===== src/rtl/ftx_pkg.sv =====
package ftx_pkg;
  typedef enum logic [1:0] {
    XM_REAL = 2'd0,
    XM_DIV  = 2'd1,
    XM_CPLX = 2'd2
  } xlate_mode_e;
endpackage


===== src/rtl/ftx_operand_sel.sv =====
// Picks the oscillator words for each beat and zeroes the Q operand for real modes.
module ftx_operand_sel
  import ftx_pkg::*;
#(
  parameter int DW = 16,
  parameter int NW = 16
) (
  input  logic                 clk,
  input  logic                 rst,
  input  logic                 accept,
  input  logic [1:0]           mode,
  input  logic                 chan,
  input  logic signed [DW-1:0] raw_q,
  input  logic signed [NW-1:0] live_cos,
  input  logic signed [NW-1:0] live_sin,
  output logic signed [DW-1:0] op_q,
  output logic signed [NW-1:0] op_cos,
  output logic signed [NW-1:0] op_sin
);
  logic signed [NW-1:0] held_cos, held_sin;
  logic is_div, is_cplx, take_held;

  assign is_div    = (mode == XM_DIV);
  assign is_cplx   = (mode == XM_CPLX);
  assign take_held = is_div && chan;

  // Words are captured on every accepted channel A beat in diversity mode.
  always_ff @(posedge clk) begin
    if (rst) begin
      held_cos <= '0;
      held_sin <= '0;
    end else if (accept && is_div && !chan) begin
      held_cos <= live_cos;
      held_sin <= live_sin;
    end
  end

  always_comb begin
    op_cos = take_held ? held_cos : live_cos;
    op_sin = take_held ? held_sin : live_sin;
    op_q   = is_cplx ? raw_q : '0;
  end
endmodule


===== src/rtl/ftx_prod_stage.sv =====
// First pipeline stage: four partial products plus the raw operands for bypass.
module ftx_prod_stage #(
  parameter int DW = 16,
  parameter int NW = 16,
  localparam int PW = DW + NW
) (
  input  logic                 clk,
  input  logic                 rst,
  input  logic                 en,
  input  logic                 vin,
  input  logic                 chan_in,
  input  logic                 byp_in,
  input  logic signed [DW-1:0] xi,
  input  logic signed [DW-1:0] xq,
  input  logic signed [NW-1:0] c,
  input  logic signed [NW-1:0] s,
  output logic                 vout,
  output logic                 chan_out,
  output logic                 byp_out,
  output logic signed [DW-1:0] xi_out,
  output logic signed [DW-1:0] xq_out,
  output logic signed [PW-1:0] prod [4]
);
  logic signed [DW-1:0] mul_a [4];
  logic signed [NW-1:0] mul_b [4];

  // Product order: i*cos, q*sin, i*sin, q*cos.
  assign mul_a[0] = xi;  assign mul_b[0] = c;
  assign mul_a[1] = xq;  assign mul_b[1] = s;
  assign mul_a[2] = xi;  assign mul_b[2] = s;
  assign mul_a[3] = xq;  assign mul_b[3] = c;

  for (genvar g = 0; g < 4; g++) begin : g_mul
    always_ff @(posedge clk) begin
      if (en) prod[g] <= mul_a[g] * mul_b[g];
    end
  end

  always_ff @(posedge clk) begin
    if (rst) begin
      vout <= 1'b0;
    end else if (en) begin
      vout <= vin;
    end
  end

  always_ff @(posedge clk) begin
    if (en) begin
      chan_out <= chan_in;
      byp_out  <= byp_in;
      xi_out   <= xi;
      xq_out   <= xq;
    end
  end
endmodule


===== src/rtl/ftx_sum_round.sv =====
// Second pipeline stage: combine the products, round half up, or pass raw values.
module ftx_sum_round #(
  parameter int DW   = 16,
  parameter int NW   = 16,
  parameter int OW   = 18,
  parameter int FRAC = 15,
  localparam int PW = DW + NW,
  localparam int SW = PW + 1,
  localparam int RW = SW + 1
) (
  input  logic                 clk,
  input  logic                 rst,
  input  logic                 en,
  input  logic                 vin,
  input  logic                 chan_in,
  input  logic                 byp,
  input  logic signed [DW-1:0] xi,
  input  logic signed [DW-1:0] xq,
  input  logic signed [PW-1:0] prod [4],
  output logic                 vout,
  output logic                 chan_out,
  output logic signed [OW-1:0] res_i,
  output logic signed [OW-1:0] res_q
);
  localparam logic signed [RW-1:0] HALF = {{(RW-1){1'b0}}, 1'b1} << (FRAC - 1);

  logic signed [SW-1:0] sum_i, sum_q;
  logic signed [RW-1:0] acc_i, acc_q, sh_i, sh_q;
  logic signed [OW-1:0] nxt_i, nxt_q;

  always_comb begin
    sum_i = {prod[0][PW-1], prod[0]} - {prod[1][PW-1], prod[1]};
    sum_q = {prod[2][PW-1], prod[2]} + {prod[3][PW-1], prod[3]};
    acc_i = {sum_i[SW-1], sum_i} + HALF;
    acc_q = {sum_q[SW-1], sum_q} + HALF;
    sh_i  = acc_i >>> FRAC;
    sh_q  = acc_q >>> FRAC;
    if (byp) begin
      nxt_i = {{(OW-DW){xi[DW-1]}}, xi};
      nxt_q = {{(OW-DW){xq[DW-1]}}, xq};
    end else begin
      nxt_i = sh_i[OW-1:0];
      nxt_q = sh_q[OW-1:0];
    end
  end

  always_ff @(posedge clk) begin
    if (rst) begin
      vout <= 1'b0;
    end else if (en) begin
      vout <= vin;
    end
  end

  always_ff @(posedge clk) begin
    if (en) begin
      chan_out <= chan_in;
      res_i    <= nxt_i;
      res_q    <= nxt_q;
    end
  end
endmodule


===== src/rtl/cplx_freq_xlate.sv =====
module cplx_freq_xlate #(
  parameter int DW   = 16,
  parameter int NW   = 16,
  parameter int OW   = 18,
  parameter int FRAC = 15
) (
  input  logic                 clk,
  input  logic                 rst,
  input  logic                 in_valid,
  output logic                 in_ready,
  input  logic                 in_chan,
  input  logic [1:0]           in_mode,
  input  logic                 in_bypass,
  input  logic signed [DW-1:0] in_i,
  input  logic signed [DW-1:0] in_q,
  input  logic signed [NW-1:0] nco_cos,
  input  logic signed [NW-1:0] nco_sin,
  output logic                 out_valid,
  input  logic                 out_ready,
  output logic                 out_chan,
  output logic signed [OW-1:0] out_i,
  output logic signed [OW-1:0] out_q
);
  localparam int PW = DW + NW;

  logic advance, accept;
  logic signed [DW-1:0] sel_q;
  logic signed [NW-1:0] sel_cos, sel_sin;
  logic s1_valid, s1_chan, s1_byp;
  logic signed [DW-1:0] s1_xi, s1_xq;
  logic signed [PW-1:0] s1_prod [4];

  // The whole pipeline moves together whenever the output slot is free.
  assign advance  = !out_valid || out_ready;
  assign in_ready = advance;
  assign accept   = in_valid && advance;

  ftx_operand_sel #(.DW(DW), .NW(NW)) u_sel (
    .clk      (clk),
    .rst      (rst),
    .accept   (accept),
    .mode     (in_mode),
    .chan     (in_chan),
    .raw_q    (in_q),
    .live_cos (nco_cos),
    .live_sin (nco_sin),
    .op_q     (sel_q),
    .op_cos   (sel_cos),
    .op_sin   (sel_sin)
  );

  ftx_prod_stage #(.DW(DW), .NW(NW)) u_prod (
    .clk      (clk),
    .rst      (rst),
    .en       (advance),
    .vin      (in_valid),
    .chan_in  (in_chan),
    .byp_in   (in_bypass),
    .xi       (in_i),
    .xq       (sel_q),
    .c        (sel_cos),
    .s        (sel_sin),
    .vout     (s1_valid),
    .chan_out (s1_chan),
    .byp_out  (s1_byp),
    .xi_out   (s1_xi),
    .xq_out   (s1_xq),
    .prod     (s1_prod)
  );

  ftx_sum_round #(.DW(DW), .NW(NW), .OW(OW), .FRAC(FRAC)) u_sum (
    .clk      (clk),
    .rst      (rst),
    .en       (advance),
    .vin      (s1_valid),
    .chan_in  (s1_chan),
    .byp      (s1_byp),
    .xi       (s1_xi),
    .xq       (s1_xq),
    .prod     (s1_prod),
    .vout     (out_valid),
    .chan_out (out_chan),
    .res_i    (out_i),
    .res_q    (out_q)
  );
endmodule


===== config.mk =====
export PLATFORM = sky130hd
export DESIGN_NAME = cplx_freq_xlate
export DESIGN_NICKNAME = d
export VERILOG_FILES = /design/src/rtl/ftx_pkg.sv /design/src/rtl/ftx_operand_sel.sv /design/src/rtl/ftx_prod_stage.sv /design/src/rtl/ftx_sum_round.sv /design/src/rtl/cplx_freq_xlate.sv
export SDC_FILE = /design/constraint.sdc
export NUM_CORES = 2
export LEC_CHECK = 0
export ABC_AREA = 0
export BUFFER_PORTS_ARGS = -buffer_cell sky130_fd_sc_hd__buf_2
export CORE_MARGIN = 4
export CORE_UTILIZATION = 60
export CTS_CLUSTER_SIZE = 30
export DETAILED_ROUTE_END_ITERATION = 12
export GPL_TIMING_DRIVEN = 1
export MAX_ROUTING_LAYER = met4
export PLACE_DENSITY = 0.74
export RECOVER_POWER = 50
export SYNTH_ARGS = -nofsm -noshare
export SYNTH_HDL_FRONTEND = slang
export SYNTH_HIERARCHICAL = 1
export SYNTH_SLANG_ARGS = --single-unit

===== constraint.sdc =====
create_clock -name clk -period 12.7 [get_ports clk]
set_clock_uncertainty 0.2 [all_clocks]
set_input_delay 0 -clock clk [delete_from_list [all_inputs] [get_ports clk]]
set_output_delay 0 -clock clk [all_outputs]
set_load 0.005 [all_outputs]

# --- After elaboration in Yosys (flattened, before gate mapping) ---
# Index checks and enable logic that the tools add are counted.
# W data, S select, Z words.
word_totals:
  ff_bits: 233
  inputBits: 72
  output_inout_bits: 39
  word_cells: 37
classes:
  add_sub_neg: 4
  mul: 4
  n_eq_ne: 2
  n_mux: 5
  n_reduce_logical: 7
op_table:
  columns: ["op", "count"]
  rows:
  - ["$mul A16 B16 Y32", 4]
  - ["$add A33 B16 Y33 const B", 2]
  - ["$mux W16", 3]
  - ["$mux W18", 2]
  - ["$add A32 B32 Y33", 1]
  - ["$sub A32 B32 Y33", 1]
  - ["$logic_and A1 B1 Y1", 4]
  - ["$eq A2 B1 Y1 const B", 1]
  - ["$eq A2 B2 Y1 const B", 1]
  - ["$logic_not A1 Y1", 2]
  - ["$logic_or A1 B1 Y1", 1]

# --- Longest topological paths before layout ---
logic_depth:
  word_depth: 5
  ltp_mapped: 26
  depth_no_buf: 23

# --- Modules after synthesis ---
# Netlist, hierarchy kept.
modules_own_cells:
  columns: ["module", "n_inst", "cells_each", "area_each_um2", "seq_area_each_um2"]
  rows:
  - ["ftx_prod_stage", 1, 4569, 44442.6, 4884.7]
  - ["ftx_sum_round", 1, 506, 4650.7, 1131.1]
  - ["ftx_operand_sel", 1, 194, 2009.4, 640.6]
  - ["cplx_freq_xlate", 1, 2, 22.5, 0.0]

# --- Least setup slack after synthesis ---
# Ideal clock, no wire load.
synth_path:
  kind: "input to register"
  startpoint: "in in_mode[1]"
  endpoint: "reg u_prod/prod[94] (netlist bit), data pin"
  setup_ps: 162
  arrival_ps: 6311
  required_ps: 12338
  slack_ps: 6027
  path_stages: 23
  n_path_buf: 3
  path_cell_list: "nand3b_4 -> buf_6 -> mux2_2 -> clkbuf_1 -> nand2_1 -> inv_1 -> fa_1 -> fa_1 -> fa_1 -> fa_1 -> fa_1 -> inv_1 -> fa_1 -> inv_1 -> ha_1 -> clkbuf_1 -> a211oi_1 -> nand3_1 -> a31o_1 -> a2111oi_4 -> nor4_1 -> or4_1 -> o2111ai_1"
synth_via:
  elab_chain_cells: 4
  elab_cells_between_ends: 6
  cone_classes: "mul: 1; eq/ne: 2; mux: 2; reduce/logical: 1"
synth_rtl:
  columns: ["item", "line_no", "source"]
  rows:
  - ["start: declaration", "cplx_freq_xlate.sv:12", "input logic [1:0] in_mode,"]
  - ["$eq A2 B1 Y1", "ftx_operand_sel.sv:23", "assign is_div = (mode == XM_DIV);"]
  - ["$logic_and A1 B1 Y1", "ftx_operand_sel.sv:25", "assign take_held = is_div && chan;"]
  - ["$mux W16", "ftx_operand_sel.sv:40", "op_sin = take_held ? held_sin : live_sin;"]
  - ["named net sel_sin[1]", "cplx_freq_xlate.sv:28", "logic signed [NW-1:0] sel_cos, sel_sin;"]
  - ["$mul A16 B16 Y32", "ftx_prod_stage.sv:35", "if (en) prod[g] <= mul_a[g] * mul_b[g];"]
  - ["end signal: indexed assignment", "ftx_prod_stage.sv:35", null]
  - ["end: declaration", "ftx_prod_stage.sv:22", "output logic signed [PW-1:0] prod [4]"]
# The timed path passes the listed nets, and every way through them passes these cells.
# A chain may end at the register's enable or synchronous reset.

# --- Worst setup path in the final report ---
layout_path:
  startpoint: "in in_chan"
  endpoint: "reg u_prod/prod[90] (netlist bit), data pin"
layout_via:
  elab_chain_cells: 3
layout_rtl:
  columns: ["item", "line_no", "source"]
  rows:
  - ["start: declaration", "cplx_freq_xlate.sv:11", "input logic in_chan,"]
  - ["$logic_and A1 B1 Y1", "ftx_operand_sel.sv:25", null]
  - ["$mux W16", "ftx_operand_sel.sv:40", null]
  - ["named net sel_sin[15]", "cplx_freq_xlate.sv:28", null]
  - ["$mul A16 B16 Y32", "ftx_prod_stage.sv:35", null]
# The timed path passes the listed nets, and every way through them passes these cells.

==> impl_results.md <==
* Outcome: finished, violations left
* Failing checks: capacitance limit, slew limit
* Critical Path AT at approximately 9.5 ns
* DP HPWL at around 95000 um
* Bufs and invs on worst path at 5
* Worst slew pin tran at between 4 and 5 ns
* Crit. End Element: flop
* Core area at between 80000 and 90000 sq um
* Worst-path maximum fanout at 32
* Fin crit share at 0.737
* Reg area at 6660 sq um
* Top-area cell type share of the netlist area at 0.410
* H-tree depth at 1
* Total Negative Setup Slacks at 0 ns
* Critical Path Start Type: primary input
* Total grt overflow at 0
* Post-CTS setup buffers at 0
* Die H at ~300 um
* YS warnings at 6
* CP top delay family: adder cells
* RSZ-0062 raised after global routing: false
* Post-Route WL at approximately 130000 um
* Clock Tree Root: clkbuf_16
* Number of CTS-inserted buffers at 30
* Top post-synthesis cells by count: inv_1 (1228), fa_1 (1048), nand2_1 (551)
* Number of enable flip-flop cells after synthesis at between 150 and 200
* Final ANT Viol Nets at 0
* Filler Cells Inserted at 6841
* Syn Std Cell Area at approximately 50000 sq um
* Max-Cap Viols at 35
* Synthesized area per cell at ~9.7 sq um
* Via count at ~36000
* Clock Sinks at about 230
* Clk slew on worst S/H paths at ~0.06 ns
* Area growth syn-to-layout at 6.24%
* Layout cells sized above 1 at 0.0342
* Vias per cell at around 5.6
* Die area at approximately 90000 sq um
* Post-synth ARST share at 0
* Crit-path max cell delay at about 1.4 ns
* Yosys reg bits at 233
* Post-DR wirelength/cell at ~20 um
* Number of global-route vias before repair at approximately 40000
* Top FF cell, synth: edfxtp_1
* Die Wd at roughly 300 um
* # hold bufs at CTS at approximately 100
* Most used cell, CP: fa_1
* Met2 Use GR at 0.504
* Synth area leaders: fa_1 (41%), edfxtp_1 (12%), ha_1 (11%)
* Pin count of the biggest net entering global routing at 74
* Final setup fails at 0
* GR Util met1 at 0.383
* Worst min path class: reg -> reg
* FMAX at approximately 110 MHz
* Final Hold Fails at 0
* Initial antenna violation count at 3
* Minimum clock period at ~9.4 ns
* Worst-Skew Late Latency at just over 0.6 ns
* PostCTS Resize Cnt at 0
* Pins Over Slew Limit at 1253
* Top-count cell post-synth: inv_1
* M3 GR Usage at 0.0339
* Crit path cell chain: dlygate4sd3_1, clkbuf_1, nand3b_1, mux2_2, inv_1, nor2_1, fa_1, fa_1, fa_1, fa_1, fa_1, inv_1, fa_1, inv_1, ha_1, and3_1, nor4b_1, a2111oi_4, o31ai_1, a21oi_1, xnor2_1
* Initial Util at 0.608
* Area of the multi-input gates at between 30000 and 40000 sq um
* Critical Path RT at roughly 13 ns
* Leading area contributor after synthesis: fa_1
* Drt initial violations at ~2400
* Max_slew headroom at -2.02
* Sequential area share after synthesis at 0.130
* CTS tree: built
* Fin nets at 6903
* First-pass GRT wire length at 208000 um
* Port Buffers at 110
* CP max stage cell: nand3b_1
* Ports at roughly 110
* GPL Wtd Cong at 0.899
* Top Usage Layer GRT: met2
* Cells after synthesis at roughly 5300
* CTS max path bufs at 3
* Drt pass-1 iters at 6
* Synth cell types at between 80 and 90
* DR DRC count at 0
* Syn nets at 6841
* Total GRT Usage at 0.303
* Row cnt at 106
* Crit Path Class: in -> reg
-- final cells by class --
| cell class | instances | share of cell area |
|---|---|---|
| multi-input cells | 3589 | 0.716 |
| flip-flops and latches | 233 | 0.123 |
| inverters | 1230 | 0.0850 |
| repair buffers | 249 | 0.0317 |
| well taps | 1134 | 0.0261 |
| clock buffers | 37 | 0.0145 |
| clock inverters | 17 | 0.00352 |
| diodes | 2 | 0.0000921 |
-- cell families (layout without fill, tap and decap cells) --
kind of cell	Yosys count	in the layout	share of synthesized area
adders and majority gates	1498	1498	0.520
buffers and inverters	1449	1533	0.108
and+or+nand+nor	1406	1406	0.140
AOI/OAI and AO/OA	452	452	0.0590
DFF	233	233	0.130
xor gates and xnor gates	163	163	0.0279
muxes	70	70	0.0145
other	0	2	0
-- metal layers --
layer  share of wire  vias up
met5               0        -
met4           0.048        0
met3           0.067      291
met2            0.49     1303
met1            0.39    18502
li1                -    16091
-- worst paths after layout --
check / slack [ns] / depth (start not counted) / start / endpoint
max: 3.34 / 21 / in_chan / u_prod/prod[90]
min: 0.23 / 0 / u_prod/chan_out / u_sum/chan_out
min reg2reg: 0.23 / 0 / u_prod/chan_out / u_sum/chan_out
max reg2reg: 5.15 / 18 / u_sel/held_sin[15] / u_prod/prod[90]
-- registers in the layout, summed over array words and instances (netlist names) --
name	flops
u_prod/vout	1
u_sel/held_sin	16
u_sum/res_i	18
u_prod/byp_out	1
u_sum/res_q	18
u_sel/held_cos	16
u_prod/chan_out	1
u_prod/xq_out	16
u_sum/chan_out	1
u_prod/prod	128
u_prod/xi_out	16
u_sum/vout	1
-- metrics by stage --
| stage | hold WS (ns) | setup slack, ns | cells | util | cell area (sq um) |
|---|---|---|---|---|---|
| finish | 0.232 | 3.34 | 6491 | 0.646 | 54300 |
| global route | 0.248 | 3.15 | 6491 | 0.646 | 54300 |
| CTS | 0.157 | 4.78 | 6489 | 0.648 | 54500 |
| detailed placement | -0.00890 | 4.64 | 6331 | 0.624 | 52500 |
| global placement | -0.0115 | 4.76 | 6331 | 0.624 | 52500 |
| floorplan | -0.128 | 6.03 | 5271 | - | 51100 |
-- cells in the final DEF (no fill, tap or decap), drive strengths merged, types with 7 or more instances in the layout --
| cell | instances |
|---|---|
| o21bai | 21 |
| nand4 | 10 |
| nor3 | 27 |
| xnor2 | 117 |
| ha | 450 |
| a211oi | 25 |
| nor2 | 113 |
| dlygate4sd3 | 104 |
| edfxtp | 199 |
| and2 | 518 |
| a31oi | 11 |
| o31ai | 14 |
| o2111ai | 7 |
| o21a | 28 |
| inv | 1232 |
| nand2b | 97 |
| dfxtp | 34 |
| nand3 | 27 |
| clkbuf | 94 |
| mux2i | 36 |
| xor2 | 46 |
| mux2 | 34 |
| clkinv | 12 |
| nand2 | 551 |
| a21oi | 117 |
| o211ai | 15 |
| and3 | 20 |
| or3 | 7 |
| o21ai | 97 |
| fa | 1048 |
| a2111oi | 7 |
| buf | 88 |
| a21o | 56 |
Power is not shown: default switching activity piles up to over one toggle a cycle in this logic, so the estimate is an artifact.
